$ cat config.mk
export PLATFORM = sky130hd
export DESIGN_NAME = flash_erase_seq
export DESIGN_NICKNAME = d
export VERILOG_FILES = /design/src/rtl/fes_pkg.sv /design/src/rtl/fes_cmd_decode.sv /design/src/rtl/fes_cycle_timer.sv /design/src/rtl/fes_read_path.sv /design/src/rtl/flash_erase_seq.sv
export SDC_FILE = /design/constraint.sdc
export NUM_CORES = 1
export LEC_CHECK = 0
export ABC_AREA = 1
export ABC_CLOCK_PERIOD_IN_PS = 2100
export BUFFER_PORTS_ARGS = -buffer_cell sky130_fd_sc_hd__buf_2
export CAP_MARGIN = 10
export CORE_UTILIZATION = 55
export CTS_CLUSTER_DIAMETER = 150
export DETAILED_ROUTE_END_ITERATION = 16
export MAX_ROUTING_LAYER = met4
export PLACE_DENSITY = 0.81
export SYNTH_ARGS = -nofsm -noshare
export SYNTH_HDL_FRONTEND = slang
export SYNTH_SLANG_ARGS = --single-unit
$ cat constraint.sdc
create_clock -name clk -period 2.1 [get_ports clk]
set_clock_uncertainty 0.2 [all_clocks]
set_input_delay 0.105 -clock clk [delete_from_list [all_inputs] [get_ports clk]]
set_output_delay 0.105 -clock clk [all_outputs]
set_load 0.05 [all_outputs]
$ cat src/rtl/fes_pkg.sv
`timescale 1ns/1ps
// Shared definitions for the flash erase command sequencer.
// Assumes 8-bit data bus; status bit positions are fixed by bus convention.
package fes_pkg;

    typedef enum logic [3:0] {
        S_READ, S_U1, S_U2, S_SETUP, S_U4, S_U5,
        S_WIN, S_RUN, S_SPEND, S_SUSP, S_BULK, S_FAIL
    } fes_state_t;

    localparam logic [7:0] D_UNLK1  = 8'hAA;
    localparam logic [7:0] D_UNLK2  = 8'h55;
    localparam logic [7:0] D_SETUP  = 8'h80;
    localparam logic [7:0] D_BULK   = 8'h10;
    localparam logic [7:0] D_SECT   = 8'h30;
    localparam logic [7:0] D_SUSP   = 8'hB0;
    localparam logic [7:0] D_RESET  = 8'hF0;

    typedef struct packed {
        logic any;
        logic first;
        logic second;
        logic setup;
        logic bulk;
        logic sect;
        logic susp;
        logic rst;
    } fes_cmd_t;

endpackage

$ cat src/rtl/fes_cmd_decode.sv
`timescale 1ns/1ps
// Classifies a bus write into the command tokens the sequencer understands.
// Assumes a write only counts while at least one sector select is active.
module fes_cmd_decode #(
    parameter int ADDR_W = 12,
    parameter int NSECT  = 4,
    parameter logic [ADDR_W-1:0] ADR_A = ADDR_W'(12'h555),
    parameter logic [ADDR_W-1:0] ADR_B = ADDR_W'(12'h2AA)
) (
    input  logic              bus_wr,
    input  logic [ADDR_W-1:0] bus_addr,
    input  logic [7:0]        bus_wdata,
    input  logic [NSECT-1:0]  sect_sel,
    output fes_pkg::fes_cmd_t cmd
);
    import fes_pkg::*;

    logic wr_ok;
    logic at_a;
    logic at_b;

    // qualify the write and the two unlock addresses
    always_comb begin
        wr_ok = bus_wr && (|sect_sel);
        at_a  = (bus_addr == ADR_A);
        at_b  = (bus_addr == ADR_B);
    end

    // decode data value and address into command tokens
    always_comb begin
        cmd        = '0;
        cmd.any    = wr_ok;
        cmd.first  = wr_ok && at_a && (bus_wdata == D_UNLK1);
        cmd.second = wr_ok && at_b && (bus_wdata == D_UNLK2);
        cmd.setup  = wr_ok && at_a && (bus_wdata == D_SETUP);
        cmd.bulk   = wr_ok && at_a && (bus_wdata == D_BULK);
        cmd.sect   = wr_ok && (bus_wdata == D_SECT);
        cmd.susp   = wr_ok && (bus_wdata == D_SUSP);
        cmd.rst    = wr_ok && (bus_wdata == D_RESET);
    end

endmodule

$ cat src/rtl/fes_cycle_timer.sv
`timescale 1ns/1ps
// Counts clock cycles while enabled and flags the last cycle of a LIMIT-long span.
// Assumes LIMIT >= 1; load takes priority over counting.
module fes_cycle_timer #(
    parameter int LIMIT = 16
) (
    input  logic clk,
    input  logic rst_n,
    input  logic load,
    input  logic run,
    output logic done
);
    localparam int CW = (LIMIT < 2) ? 1 : $clog2(LIMIT + 1);
    localparam logic [CW-1:0] LAST = CW'(LIMIT - 1);

    logic [CW-1:0] cnt;

    // cycle counter, cleared by load, advanced while run
    always_ff @(posedge clk) begin
        if (!rst_n)         cnt <= '0;
        else if (load)      cnt <= '0;
        else if (run && cnt != LAST) cnt <= cnt + 1'b1;
    end

    // terminal flag for the final enabled cycle
    always_comb done = run && !load && (cnt == LAST);

endmodule

$ cat src/rtl/fes_read_path.sv
`timescale 1ns/1ps
// Produces registered read data: a status byte while busy, array data otherwise,
// and a withheld qualifier for sectors parked under a suspended erase.
// Assumes status bit layout: 7 busy-low, 6 toggle, 5 fail, 3 window expired.
module fes_read_path (
    input  logic       clk,
    input  logic       rst_n,
    input  logic       rd_req,
    input  logic       status_mode,
    input  logic       dq3_val,
    input  logic       dq5_val,
    input  logic       hide,
    input  logic [7:0] arr_rdata,
    output logic [7:0] rd_data,
    output logic       rd_valid
);
    logic tog;

    // register the read result and flip the toggle bit per status read
    always_ff @(posedge clk) begin
        if (!rst_n) begin
            rd_data  <= '0;
            rd_valid <= 1'b0;
            tog      <= 1'b0;
        end else begin
            rd_valid <= rd_req && (status_mode || !hide);
            if (rd_req) begin
                if (status_mode) begin
                    rd_data <= {1'b0, tog, dq5_val, 1'b0, dq3_val, 3'b000};
                    tog     <= ~tog;
                end else if (hide) begin
                    rd_data <= 8'h00;
                end else begin
                    rd_data <= arr_rdata;
                end
            end
        end
    end

endmodule

$ cat src/rtl/flash_erase_seq.sv
`timescale 1ns/1ps
// Command sequencer for flash erase: decodes unlock sequences, collects sector
// addresses inside a restartable window, drives the erase engine handshake,
// handles suspend/resume/reset and serves status or array reads.
// Assumes one-hot sector selects and an engine that honours hold and abort.
module flash_erase_seq #(
    parameter int ADDR_W   = 12,
    parameter int NSECT    = 4,
    parameter int TMO_CYC  = 20,
    parameter int SUSP_LAT = 3
) (
    input  logic              clk,
    input  logic              rst_n,
    input  logic              bus_wr,
    input  logic              bus_rd,
    input  logic [ADDR_W-1:0] bus_addr,
    input  logic [7:0]        bus_wdata,
    input  logic [NSECT-1:0]  sect_sel,
    input  logic [7:0]        arr_rdata,
    output logic [7:0]        rd_data,
    output logic              rd_valid,
    output logic              eng_start,
    output logic              eng_bulk,
    output logic [NSECT-1:0]  eng_mask,
    output logic              eng_hold,
    output logic              eng_abort,
    input  logic              eng_done,
    input  logic              eng_fail
);
    import fes_pkg::*;

    fes_cmd_t        cmd;
    fes_state_t      st, st_n;
    logic [NSECT-1:0] mask_n;
    logic            started, started_n;
    logic            start_n, abort_n, bulk_n;
    logic            win_load, win_done, spend_done;
    logic            status_mode, dq3_val, dq5_val, hide;

    fes_cmd_decode #(
        .ADDR_W(ADDR_W), .NSECT(NSECT)
    ) dec_i (
        .bus_wr(bus_wr), .bus_addr(bus_addr), .bus_wdata(bus_wdata),
        .sect_sel(sect_sel), .cmd(cmd)
    );

    fes_cycle_timer #(.LIMIT(TMO_CYC)) win_tmr_i (
        .clk(clk), .rst_n(rst_n), .load(win_load),
        .run(st == S_WIN), .done(win_done)
    );

    fes_cycle_timer #(.LIMIT(SUSP_LAT)) susp_tmr_i (
        .clk(clk), .rst_n(rst_n), .load(st != S_SPEND),
        .run(st == S_SPEND), .done(spend_done)
    );

    // next-state, mask and engine pulse decisions
    always_comb begin
        st_n      = st;
        mask_n    = eng_mask;
        started_n = started;
        bulk_n    = eng_bulk;
        start_n   = 1'b0;
        abort_n   = 1'b0;
        win_load  = 1'b0;
        case (st)
            S_READ:  if (cmd.any) st_n = cmd.first  ? S_U1    : S_READ;
            S_U1:    if (cmd.any) st_n = cmd.second ? S_U2    : S_READ;
            S_U2:    if (cmd.any) st_n = cmd.setup  ? S_SETUP : S_READ;
            S_SETUP: if (cmd.any) st_n = cmd.first  ? S_U4    : S_READ;
            S_U4:    if (cmd.any) st_n = cmd.second ? S_U5    : S_READ;
            S_U5: begin
                if (cmd.bulk) begin
                    st_n      = S_BULK;
                    mask_n    = '1;
                    bulk_n    = 1'b1;
                    start_n   = 1'b1;
                    started_n = 1'b1;
                end else if (cmd.sect) begin
                    st_n      = S_WIN;
                    mask_n    = sect_sel;
                    bulk_n    = 1'b0;
                    started_n = 1'b0;
                    win_load  = 1'b1;
                end else if (cmd.any) begin
                    st_n = S_READ;
                end
            end
            S_WIN: begin
                if (cmd.sect) begin
                    mask_n   = eng_mask | sect_sel;
                    win_load = 1'b1;
                end else if (cmd.susp) begin
                    st_n = S_SPEND;
                end else if (cmd.any) begin
                    st_n   = S_READ;
                    mask_n = '0;
                end else if (win_done) begin
                    st_n      = S_RUN;
                    start_n   = 1'b1;
                    started_n = 1'b1;
                end
            end
            S_RUN: begin
                if (cmd.susp) begin
                    st_n = S_SPEND;
                end else if (cmd.rst) begin
                    st_n    = S_READ;
                    mask_n  = '0;
                    abort_n = 1'b1;
                end else if (eng_fail) begin
                    st_n = S_FAIL;
                end else if (eng_done) begin
                    st_n   = S_READ;
                    mask_n = '0;
                end
            end
            S_SPEND: if (spend_done) st_n = S_SUSP;
            S_SUSP: begin
                if (cmd.sect) begin
                    st_n = S_RUN;
                    if (!started) begin
                        start_n   = 1'b1;
                        started_n = 1'b1;
                    end
                end else if (cmd.rst) begin
                    st_n    = S_READ;
                    mask_n  = '0;
                    abort_n = started;
                end
            end
            S_BULK: begin
                if (eng_fail) begin
                    st_n = S_FAIL;
                end else if (eng_done) begin
                    st_n   = S_READ;
                    mask_n = '0;
                    bulk_n = 1'b0;
                end
            end
            S_FAIL: begin
                if (cmd.rst) begin
                    st_n   = S_READ;
                    mask_n = '0;
                    bulk_n = 1'b0;
                end
            end
            default: st_n = S_READ;
        endcase
    end

    // state and engine handshake registers
    always_ff @(posedge clk) begin
        if (!rst_n) begin
            st        <= S_READ;
            eng_mask  <= '0;
            eng_bulk  <= 1'b0;
            started   <= 1'b0;
            eng_start <= 1'b0;
            eng_abort <= 1'b0;
        end else begin
            st        <= st_n;
            eng_mask  <= mask_n;
            eng_bulk  <= bulk_n;
            started   <= started_n;
            eng_start <= start_n;
            eng_abort <= abort_n;
        end
    end

    // hold the engine while suspending or suspended
    always_comb eng_hold = (st == S_SPEND) || (st == S_SUSP);

    // status qualifiers for the read path
    always_comb begin
        status_mode = (st == S_WIN) || (st == S_RUN) || (st == S_SPEND) ||
                      (st == S_BULK) || (st == S_FAIL);
        dq3_val     = (st != S_WIN);
        dq5_val     = (st == S_FAIL);
        hide        = (st == S_SUSP) && (|(sect_sel & eng_mask));
    end

    fes_read_path rd_i (
        .clk(clk), .rst_n(rst_n), .rd_req(bus_rd && (|sect_sel)),
        .status_mode(status_mode), .dq3_val(dq3_val), .dq5_val(dq5_val),
        .hide(hide), .arr_rdata(arr_rdata),
        .rd_data(rd_data), .rd_valid(rd_valid)
    );

endmodule

# After elaboration in Yosys (flattened, before gate mapping)
# Index checks and enable logic that the tools add are counted.
# Widths: inputs -> output; s select.
op_classes:
  add_sub_neg: 2
  n_eq_ne: 47
  mux: 66
  n_bitwise: 4
  n_reduce_logical: 41
ops:
  columns: ["cell", "count"]
  rows:
  - ["$mux 4", 29]
  - ["$pmux 4 s12", 1]
  - ["$eq 8x8->1 const B", 4]
  - ["$mux 1", 24]
  - ["$ne 2x2->1 const B", 12]
  - ["$pmux 4 s6", 1]
  - ["$logic_and 1x1->1", 19]
  - ["$eq 4x3->1 const B", 4]
  - ["$eq 4x4->1 const B", 4]
  - ["$mux 8", 2]
  - ["$eq 12x10->1 const B", 1]
  - ["$eq 12x11->1 const B", 1]
  - ["$ne 2x1->1 const B", 5]
  - ["$ne 3x3->1 const B", 3]
  - ["$pmux 1 s3", 3]
  - ["$reduce_and 9->1", 1]
  - ["$eq 4x2->1 const B", 2]
  - ["$eq 8x5->1 const B", 1]
  - ["$eq 8x6->1 const B", 1]
  - ["$eq 8x7->1 const B", 1]
  - ["$ne 4x3->1 const B", 2]
  - ["$ne 4x4->1 const B", 2]
  - ["$reduce_or 4->1", 2]
  - ["$reduce_and 7->1", 1]
  - ["21 further kinds", 34]
word_totals:
  reg_bits: 29
  out_inout_bits: 17
  word_cells: 171

# Logic depth before layout (Yosys ltp)
# Gate-level depths: netlist of run 1.
logic_depth:
  word_depth: 14
  ltp_mapped: 12
  depth_no_buf: 12

# Hierarchy
# From an unflattened synthesis of run 1, not the netlist that was laid out.
unflattened:
  cells_unflattened: 404
  hier_area_um2: 2401.1
by_module_without_submodules:
  columns: ["mod", "instances", "cells_each", "area_each_um2", "seq_area_each_um2"]
  rows:
  - ["flash_erase_seq", 1, 226, 1330.0, 240.2]
  - ["fes_read_path", 1, 54, 395.4, 200.2]
  - ["fes_cycle_timer (win_tmr_i)", 1, 48, 299.0, 100.1]
  - ["fes_cmd_decode", 1, 59, 259.0, 0.0]
  - ["fes_cycle_timer (susp_tmr_i)", 1, 17, 117.6, 40.0]

# Worst setup path before layout of run 1
# OpenSTA, ideal clock, no wires.
synth_timing:
  kind: "register -> output"
  from: "register st[3]"
  to: "output eng_hold"
  arrival_time_ps: 1271
  required_time_ps: 1795
  path_slack_ps: 524
  path_stages_with_launch: 5
  cell_sequence: "dfxtp_1 > inv_2 > nor2_2 > inv_2 > nor2_1"
synth_between:
  elab_chain_len: 2
  elab_cells_between_ends: 3
  classes_between: "eq/ne: 2; reduce/logical: 1"
synth_rtl:
  columns: ["element", "line", "text"]
  rows:
  - ["from (decl)", "flash_erase_seq.sv:33", "fes_state_t st, st_n;"]
  - ["from (signal assigned)", "flash_erase_seq.sv:162", "st <= st_n;"]
  - ["$eq 4x4->1", "flash_erase_seq.sv:172", "always_comb eng_hold = (st == S_SPEND) || (st == S_SUSP);"]
  - ["$logic_or 1x1->1 *", "flash_erase_seq.sv:172", null]
  - ["to (decl)", "flash_erase_seq.sv:25", "output logic eng_hold,"]
# Every way passes the cells marked *; elsewhere a longest branch is shown, timed or not.

# Final worst setup path of run 1
layout_timing:
  from: "register st[1]"
  to: "register st[0]"
layout_between:
  elab_chain_len: 7
  elab_cells_between_ends: 31
  classes_between: "eq/ne: 21; mux: 2; reduce/logical: 8"
layout_rtl:
  columns: ["element", "line", "text"]
  rows:
  - ["$eq 4x3->1, on equally long branches", "flash_erase_seq.sv:49, flash_erase_seq.sv:66", null]
  - ["$pmux 1 s2", "flash_erase_seq.sv:66", "case (st)"]
  - ["$logic_not 1->1", "fes_cycle_timer.sv:26", "always_comb done = run && !load && (cnt == LAST);"]
  - ["$logic_and 1x1->1 (2 in a row)", "fes_cycle_timer.sv:26", null]
  - ["$ne 4x4->1 (no source line)", null, null]
  - ["$reduce_and 9->1 (no source line)", null, null]
# Several ways; a longest one is shown, not always the timed one.
# A chain may end at the register's enable or synchronous reset.

==> results of run 1 <==
[synthesized netlist by cell type]
library cell / n
ha_1: 2
nand2_4: 2
a31oi_1: 2
a311oi_1: 1
nand3_1: 25
or2_0: 1
xnor2_1: 1
xor2_1: 2
inv_1: 44
buf_2: 1
nor2_8: 1
o211ai_1: 1
nor2_1: 68
inv_2: 11
a21oi_4: 1
nor3_1: 4
nand4_1: 12
a21oi_2: 5
o21a_1: 1
nand2_1: 127
nand2_2: 12
o21ai_1: 2
nand3b_1: 2
clkbuf_1: 3
nor2_2: 10
and2_1: 1
nand3_2: 4
nor2_4: 5
dfxtp_1: 29
o22ai_1: 2
a21oi_1: 22
o21ai_0: 7
buf_6: 3
[logic make-up (layout without fill, tap and decap cells)]
group                      after synthesis  in the layout  synth area share [%]
xor gates and xnor gates                 3              3                  1.09
AOI/OAI and AO/OA                       44             44                  11.0
DFF                                     29             29                  24.1
buffers and inverters                   62            126                  10.6
adders and majority gates                2              2                  1.04
and+or+nand+nor                        274            274                  52.2
[critical path, stage by stage (launching register included)]
cell and delay [ns]:
dfxtp_1 0.48, nand2_1 0.16, nor2_2 0.37, nand3_1 0.12, nand2_1 0.09, nand2_1 0.09
nand2_1 0.07, nor2_1 0.04, a21oi_1 0.11
[per-stage QoR]
stage	setup WS (ns)	cells	instance area [µm²]
global placement	0.284	511	2690
CTS	0.328	528	2900
global route	0.138	528	2900
finish	0.288	528	2900
detailed placement	0.218	511	2690
floorplan	0.524	414	2410
[power by group]
part           internal (mW)  total [mW]  switching, mW
Clock                  0.385       0.606          0.221
Sequential             0.595       0.647         0.0526
Combinational          0.194       0.635          0.441
Total                   1.17        1.89          0.714
[layout make-up]
class | instances | area, µm² | area share, %
inverters | 55 | 206 | 7.12
clock inverters | 2 | 37.5 | 1.29
multi-input cells | 323 | 1570 | 54.2
repair buffers | 63 | 360 | 12.4
clock buffers | 6 | 82.6 | 2.85
flip-flops and latches | 29 | 581 | 20.0
well taps | 50 | 62.6 | 2.16
[routing by layer]
metal | up-vias | share of wire [%] | global-route usage (%)
met5 | - | 0 | -
met4 | 0 | 2.1 | 9.64
met3 | 15 | 6.4 | 6.00
met2 | 114 | 48 | 52.2
met1 | 1233 | 44 | 35.6
li1 | 1431 | - | -
[sequential cells by signal, indices dropped and copies added, names as in the netlist, 2 cells and up]
signal and cells:
eng_mask 4, rd_i.rd_data 8, st 4, susp_tmr_i.cnt 2
win_tmr_i.cnt 5
[path summary, 6_finish.rpt]
kind	endpoint	cells past startpoint
max	st[0]	8
min	rd_i.rd_valid	6
max reg2reg	st[0]	8
min reg2reg	susp_tmr_i.cnt[0]	2
==> impl_metrics.env, run 1 <==
export IMPL_row_count=23
export IMPL_final_cell_mix="127 x nand2_1, 68 x nor2_1, 54 x buf_2"
export IMPL_final_nets=517
export IMPL_drv_cap=0
export IMPL_cp_required_ns=2.11
export IMPL_hp_class="primary input to flip-flop"
export IMPL_drive_gt1_share_pct=23.6
export IMPL_first_global_vias=2396
export IMPL_yosys_warnings=0
export IMPL_rrSetupSlack_ns=0.29
export IMPL_clkLatencyLatePin_ns=0.28
export IMPL_drt_iter0_drc=145
export IMPL_fin_tns_setup_ns=0
export IMPL_worstPathMaxFanout=10
export IMPL_synth_top_cells_by_area="dfxtp_1 24%, nand2_1 20%, nor2_1 11%"
export IMPL_cts_resized=0
export IMPL_synthCells=414
export IMPL_startpoint="st[1]"
export IMPL_p_per_area_nw_per_um2=651
export IMPL_antenna_cells=0
export IMPL_die_h_um=68.2
export IMPL_vias_per_cell=5.29
export IMPL_htree_levels=2
export IMPL_period_minus_slack_ns=1.81
export IMPL_min_period_over_period_pct=86.3
export IMPL_wl_mm=6.60
export IMPL_hold_start="sect_sel[0]"
export IMPL_relSlewSlack_pct=62.1
export IMPL_grt_remaining_overflow=0
export IMPL_grt_pass1_wl_mm=10.2
export IMPL_start_kind="flip-flop"
export IMPL_post_cts_repair_setup_buffers=0
export IMPL_fp_dieArea_um2=4650
export IMPL_antenna_found_initial=0
export IMPL_synthToLayoutAreaGrowth_pct=20.5
export IMPL_vias=2793
export IMPL_rsz0062_at_grt="no"
export IMPL_ant_nets=0
export IMPL_synth_top_area_share_pct=24.1
export IMPL_ys_ff_latch=29
export IMPL_worstMarginPinSlew_ns=0.568
export IMPL_dp_hpwl_mm=5.03
export IMPL_drcViolationCount=0
export IMPL_final_common_cell="nand2_1"
export IMPL_cp_end_kind="flip-flop"
export IMPL_drv_slew=0
export IMPL_status="completed"
export IMPL_final_util_pct=70.5
export IMPL_ioPinCount=55
export IMPL_hold_viol=0
export IMPL_root_buffer="clkbuf_8"
export IMPL_p_leak_nw=1.45
export IMPL_start_util_pct=58.5
export IMPL_avgSynthCellArea_um2=5.82
export IMPL_synth_seq_area_share_pct=24.1
export IMPL_core_area_um2=4120
export IMPL_synth_nets=454
export IMPL_cts_sinks=29
export IMPL_grt_max_degree=16
export IMPL_syn_area_um2=2410
export IMPL_cts_tree="done"
export IMPL_fmax_mhz=552
export IMPL_worstPathArrival_ns=1.82
export IMPL_clk_path_buf_depth=2
export IMPL_die_width_um=68.2
export IMPL_setup_violations_final=0
export IMPL_drt_first_pass_iters=6
export IMPL_peakVddDrop_uv=593
export IMPL_synth_distinct_cells=33
export IMPL_synth_top_area_cell="dfxtp_1"
export IMPL_cts_buffers=5
export IMPL_postCtsHoldBufs=9
export IMPL_path_class="flip-flop to flip-flop"
export IMPL_globalplace_congestion=1.00
export IMPL_whs_ns=0.0768
export IMPL_reg2reg_from="st[1]"
export IMPL_final_fill_count=384
export IMPL_drt_wirelength_per_cell_um=12.5
export IMPL_clkSlewWorstSetupHoldPaths_ns=0.07
export IMPL_power_total_mw=1.89
export IMPL_io_buffers=54
export IMPL_grt_use_total_pct=30.5
Note: power is estimated with default switching activity, not from simulation.
==> inputs of run 2 (changes only) <==
SYNTH_HIERARCHICAL = 1   (was default)
==> impl_metrics.env, run 2 <==
export IMPL_dp_hpwl_mm=5.26
export IMPL_synthToLayoutAreaGrowth_pct=26.8
export IMPL_row_count=23
export IMPL_power_switching_mw=0.326
export IMPL_synth_nets=444
export IMPL_start_util_pct=58.8
export IMPL_drt_wirelength_per_cell_um=12.5
export IMPL_setup_violations_final=0
export IMPL_hold_viol=0
export IMPL_htree_levels=2
export IMPL_synth_top_cells_by_area="dfxtp_1 24%, nand2_1 18%, nand3_1 10%"
export IMPL_p_leak_nw=1.50
export IMPL_ioPinCount=55
export IMPL_vias=2837
export IMPL_crit_chain="inv_2 -> nand2_4 -> nor2_8 -> inv_1 -> nor3_1 -> inv_1 -> nand3_4 -> nand3_2 -> nor2_4 -> nand2_1 -> a21oi_2"
export IMPL_cp_end_kind="flip-flop"
export IMPL_synth_seq_area_share_pct=24.2
export IMPL_drcViolationCount=0
export IMPL_synth_top_area_cell="dfxtp_1"
export IMPL_worstPathArrival_ns=1.95
export IMPL_cp_num_buf_inv=3
export IMPL_path_class="flip-flop to flip-flop"
export IMPL_antenna_found_initial=0
export IMPL_worstMarginPinSlew_ns=0.508
export IMPL_relSlewSlack_pct=66.1
export IMPL_drt_first_pass_iters=6
export IMPL_largest_reg_flops=8
export IMPL_fp_dieArea_um2=4630
export IMPL_cp_required_ns=2.10
export IMPL_cts_sinks=29
export IMPL_fmax_mhz=513
export IMPL_grt_pass1_wl_mm=10.9
export IMPL_synth_top_area_share_pct=24.2
export IMPL_globalplace_congestion=1.04
export IMPL_clkSlewWorstSetupHoldPaths_ns=0.06
export IMPL_final_cell_mix="117 x nand2_1, 54 x buf_2, 49 x nand3_1"
export IMPL_hold_start="eng_fail"
export IMPL_yosys_warnings=6
export IMPL_ys_top_cells_by_count="117 x nand2_1, 49 x nand3_1, 47 x nor2_1, 41 x inv_1, 29 x dfxtp_1"
export IMPL_drv_cap=0
export IMPL_hp_class="primary input to flip-flop"
export IMPL_synth_distinct_cells=32
export IMPL_first_global_vias=2496
export IMPL_drv_slew=0
export IMPL_clockPowerShare_pct=34.8
export IMPL_placed_cells_incl_taps=525
export IMPL_slowest_stage="dfxtp_1"
export IMPL_cts_buffers=5
export IMPL_final_cell_count_no_fill=540
export IMPL_seqPwrFrac_pct=48.2
export IMPL_synthCells=404
export IMPL_worstPathMaxFanout=9
export IMPL_io_buffers=54
export IMPL_ys_ff_latch=29
export IMPL_top_register="rd_i/rd_data"
export IMPL_start_kind="flip-flop"
export IMPL_startpoint="st[3]"
export IMPL_status="completed"
export IMPL_yosysMostFrequentCell="nand2_1"
export IMPL_rsz0062_at_grt="no"
export IMPL_wl_mm=6.77
export IMPL_core_area_um2=4090
export IMPL_final_util_pct=74.5
export IMPL_reg2reg_from="st[3]"
export IMPL_clkLatencyLatePin_ns=0.28
export IMPL_final_common_cell="nand2_1"
export IMPL_p_int_mw=0.850
export IMPL_crit_top_cell="inv_1"
export IMPL_synthArstFlopShare_pct=0
export IMPL_die_h_um=68.1
export IMPL_netSwitchingFraction_pct=27.7
export IMPL_place_area_um2=2870
export IMPL_fin_area_um2=3050
export IMPL_root_buffer="clkbuf_8"
export IMPL_vias_per_cell=5.25
export IMPL_min_period_over_period_pct=92.9
export IMPL_drive_gt1_share_pct=28.8
export IMPL_period_minus_slack_ns=1.95
export IMPL_crit_family="simple AND/OR/NAND/NOR gates"
export IMPL_grt_remaining_overflow=0
export IMPL_fin_tns_setup_ns=0
export IMPL_grt_max_degree=12
export IMPL_p_comb_share_pct=17.0
export IMPL_drt_iter0_drc=295
export IMPL_p_per_area_nw_per_um2=386
export IMPL_clk_path_buf_depth=2
export IMPL_post_cts_repair_setup_buffers=0
export IMPL_cp_slowest_stage_delay_ns=0.32
export IMPL_antenna_cells=0
export IMPL_avgSynthCellArea_um2=5.94
export IMPL_whs_ns=0.112
export IMPL_die_width_um=68.1
export IMPL_cts_tree="done"
export IMPL_largest_registers="rd_i/rd_data: 8 flops, win_tmr_i/cnt: 5 flops"
export IMPL_syn_area_um2=2400
export IMPL_ant_nets=0
export IMPL_grt_use_total_pct=31.9
export IMPL_peakVddDrop_uv=295
export IMPL_synth_edff_count=0
export IMPL_final_nets=531
export IMPL_synth_flop_cell="dfxtp_1"
## run 2: cell count changes after synthesis, sizes merged, moves of 2 or more
| cell | before | now |
|---|---|---|
| a21oi | 28 | 31 |
| clkbuf | 3 | 1 |
| clkinv | 0 | 2 |
| inv | 55 | 52 |
| nand2 | 141 | 130 |
| nand3 | 29 | 53 |
| nand4 | 12 | 8 |
| nor2 | 84 | 64 |
| nor3 | 4 | 13 |
| o21ai | 9 | 6 |
| xor2 | 2 | 0 |
## run 2: logic make-up (layout without fill, tap and decap cells)
| kind of cell | after synthesis | in the layout | share of synthesized area (%) |
|---|---|---|---|
| AOI/OAI and AO/OA | 43 | 43 | 10.7 |
| and+or+nand+nor | 271 | 271 | 54.4 |
| adders and majority gates | 2 | 2 | 1.04 |
| DFF | 29 | 29 | 24.2 |
| buffers and inverters | 59 | 145 | 9.74 |
## run 2: routing by layer
layer	global-route usage (%)	vias up	wire length, µm
met3	6.50	14	556
met1	40.5	1235	2970
met2	50.5	119	3110
met5	-	-	0
met4	9.38	0	131
li1	-	1469	-
## run 2: worst paths after layout
path	cells after the start	endpoint	slack, ns
setup / recovery	11	st[0]	0.15
hold / removal	6	st[2]	0.11
setup reg to reg	11	st[0]	0.15
hold reg to reg	2	rd_i/rd_data[4]	0.25
## run 2: area by class of cell
| type | instances | area [µm²] |
|---|---|---|
| clock buffer | 5 | 68.8 |
| multi-input combinational | 316 | 1600 |
| clock inverter | 1 | 5.00 |
| sequential | 29 | 583 |
| timing repair buffer | 85 | 526 |
| tap | 50 | 62.6 |
| fill | 348 | 1040 |
| inverter | 54 | 204 |
## run 2: per-stage QoR
step / worst slack, ns / power [mW]
finish: 0.150 / 1.18
global route: 0.0364 / 1.22
CTS: 0.0930 / 1.18
detailed placement: 0.0243 / 0.761
global placement: 0.0818 / 0.759
floorplan: 0.136 / 0.691
## run 2: what timing repair did
action | in CTS | in global routing
endpoints found under the hold margin | 11 | 0
hold buffers | 9 | 0
resized for setup | 0 | 3
setup endpoints to repair | 0 | 5
## run 2: power groups by stage
stage               combinational, mW  sequential, mW  clock [mW]
floorplan                      0.0726           0.618           0
global placement                0.181           0.578           0
detailed placement              0.183           0.578           0
CTS                             0.196           0.566       0.414
global route                    0.220           0.568       0.431
finish                          0.200           0.567       0.410
## run 2: worst register-to-register path: stages, from the launching register on
cell,delay [ns]
dfxtp_1,0.32
inv_2,0.13
nand2_4,0.13
nor2_8,0.22
inv_1,0.10
nor3_1,0.17
inv_1,0.11
nand3_4,0.09
nand3_2,0.09
nor2_4,0.14
nand2_1,0.08
a21oi_2,0.11
==> inputs of run 3 (changes only) <==
CORE_ASPECT_RATIO = 1.2   (was default)
SKIP_LAST_GASP = 1   (was default)
SYNTH_HIERARCHICAL = default   (was 1)
==> impl_metrics.env, run 3 (synthesized netlist as in run 1, its figures left out) <==
export IMPL_status="completed"
export IMPL_hold_start="sect_sel[0]"
export IMPL_fmax_mhz=550
export IMPL_top_register="rd_i.rd_data"
export IMPL_root_buffer="clkbuf_8"
export IMPL_cp_end_kind="flip-flop"
export IMPL_worstMarginPinSlew_ns=0.521
export IMPL_drive_gt1_share_pct=23.4
export IMPL_power_total_mw=1.86
export IMPL_worstPathMaxFanout=10
export IMPL_p_per_area_nw_per_um2=640
export IMPL_clkLatencyLatePin_ns=0.28
export IMPL_reg2reg_from="st[1]"
export IMPL_vias_per_cell=5.15
export IMPL_core_area_um2=4230
export IMPL_vias=2748
export IMPL_fp_dieArea_um2=4650
export IMPL_cp_slowest_stage_delay_ns=0.49
export IMPL_antenna_cells=0
export IMPL_p_leak_nw=1.45
export IMPL_final_cell_mix="127 x nand2_1, 68 x nor2_1, 54 x buf_2"
export IMPL_cts_resized=0
export IMPL_drv_cap=0
export IMPL_cts_tree="done"
export IMPL_postCtsHoldBufs=9
export IMPL_rr_worst_depth=8
export IMPL_drv_slew=0
export IMPL_hp_class="primary input to flip-flop"
export IMPL_wl_mm=6.50
export IMPL_io_buffers=54
export IMPL_hold_viol=0
export IMPL_largest_reg_flops=8
export IMPL_fin_tns_setup_ns=0
export IMPL_drt_iter0_drc=94
export IMPL_cp_required_ns=2.12
export IMPL_drcViolationCount=0
export IMPL_final_nets=517
export IMPL_start_util_pct=57.0
export IMPL_ioPinCount=55
export IMPL_clk_path_buf_depth=2
export IMPL_start_kind="flip-flop"
export IMPL_power_switching_mw=0.684
export IMPL_row_count=26
export IMPL_ant_nets=0
export IMPL_drt_first_pass_iters=5
export IMPL_crit_chain="nand2_1 -> nor2_2 -> nand3_1 -> nand2_1 -> nand2_1 -> nand2_1 -> nor2_1 -> a21oi_1"
export IMPL_clkSlewWorstSetupHoldPaths_ns=0.06
export IMPL_period_minus_slack_ns=1.82
export IMPL_peakVddDrop_uv=373
export IMPL_post_cts_repair_setup_buffers=0
export IMPL_synthToLayoutAreaGrowth_pct=20.6
export IMPL_antenna_found_initial=0
export IMPL_cts_buffers=5
export IMPL_drt_wirelength_per_cell_um=12.2
export IMPL_crit_top_cell="nand2_1"
export IMPL_htree_levels=2
export IMPL_die_h_um=74.5
export IMPL_grt_use_total_pct=30.0
export IMPL_die_width_um=62.4
export IMPL_startpoint="st[1]"
export IMPL_path_depth=8
export IMPL_first_global_vias=2499
export IMPL_largest_registers="rd_i.rd_data: 8 flops, win_tmr_i.cnt: 5 flops"
export IMPL_final_common_cell="nand2_1"
export IMPL_crit_family="simple AND/OR/NAND/NOR gates"
export IMPL_whs_ns=0.107
export IMPL_grt_remaining_overflow=0
export IMPL_p_int_mw=1.18
export IMPL_cp_num_buf_inv=0
export IMPL_setup_violations_final=0
export IMPL_netSwitchingFraction_pct=36.8
export IMPL_final_fill_count=410
export IMPL_worstPathArrival_ns=1.83
export IMPL_path_class="flip-flop to flip-flop"
export IMPL_cts_sinks=29
export IMPL_rrSetupSlack_ns=0.28
export IMPL_slowest_stage="dfxtp_1"
export IMPL_timing_rr_end="st[1]"
export IMPL_rsz0062_at_grt="no"
export IMPL_endpoint="st[1]"
export IMPL_dp_hpwl_mm=5.11
export IMPL_grt_max_degree=16
export IMPL_relSlewSlack_pct=65.2
export IMPL_grt_pass1_wl_mm=10.7
export IMPL_seqPwrFrac_pct=34.9
export IMPL_globalplace_congestion=0.982
export IMPL_min_period_over_period_pct=86.5
export IMPL_clockPowerShare_pct=31.7
export IMPL_p_comb_share_pct=33.4
## run 3: cell count changes in the layout (fill, tap and decap cells not counted), moves of 3 or more
cell     change
nand2_2      +5
nor2_1      +21
nand2_1     +10
nand2_4      -4
nand4_1      +4
nor3_1       -7
a21oi_2      -3
nand3_1     -24
buf_4       -22
inv_1        +3
## run 3: how the worst min path moves through the flow
| stage | to | slack (ns) | depth (start not counted) |
|---|---|---|---|
| detailed placement | rd_i.rd_data[0] | 0.16 | 3 |
| floorplan | rd_i.rd_data[0] | 0.05 | 2 |
| CTS | rd_i.rd_valid | 0.08 | 6 |
| global placement | rd_i.rd_data[2] | 0.16 | 3 |
| finish | rd_i.rd_valid | 0.11 | 6 |
| global route | rd_i.rd_valid | 0.16 | 6 |
## run 3: tightest hold or removal path, cell delays in order
cell and delay (ns):
buf_2 0.11, nand2_1 0.05, nand4_1 0.10, nand2_1 0.08
nand2_1 0.06, nor2_1 0.03
## run 3: area by class of cell
class / instances / area [µm²] / area share (%)
clock buffer: 7 / 86.3 / 2.97
clock inverter: 1 / 30.0 / 1.03
inverter: 55 / 206 / 7.11
multi-input combinational: 323 / 1570 / 54.1
sequential: 29 / 581 / 20.0
tap: 56 / 70.1 / 2.41
timing repair buffer: 63 / 360 / 12.4
## run 3: power groups by stage
| stage | clock, mW | combinational, mW | sequential [mW] |
|---|---|---|---|
| floorplan | 0 | 0.418 | 0.703 |
| global placement | 0 | 0.598 | 0.656 |
| detailed placement | 0 | 0.600 | 0.657 |
| CTS | 0.601 | 0.616 | 0.646 |
| global route | 0.627 | 0.689 | 0.651 |
| finish | 0.590 | 0.621 | 0.648 |
## run 3: layer usage
metal  GRT usage [%]  vias to the layer above  routed length (µm)
li1                -                     1431                   -
met1            31.5                     1198                2630
met2            54.1                       95                3290
met3            5.67                       24                 347
met4            15.5                        0                 237
met5               -                        -                   0
## run 3: per-stage QoR
step / instances / utilization, % / instance area [µm²] / setup WS [ns]
finish: 534 / 68.7 / 2910 / 0.283
global route: 534 / 68.7 / 2910 / 0.158
CTS: 534 / 68.7 / 2910 / 0.319
detailed placement: 517 / 63.8 / 2700 / 0.241
global placement: 517 / 63.8 / 2700 / 0.274
floorplan: 414 / - / 2410 / 0.524
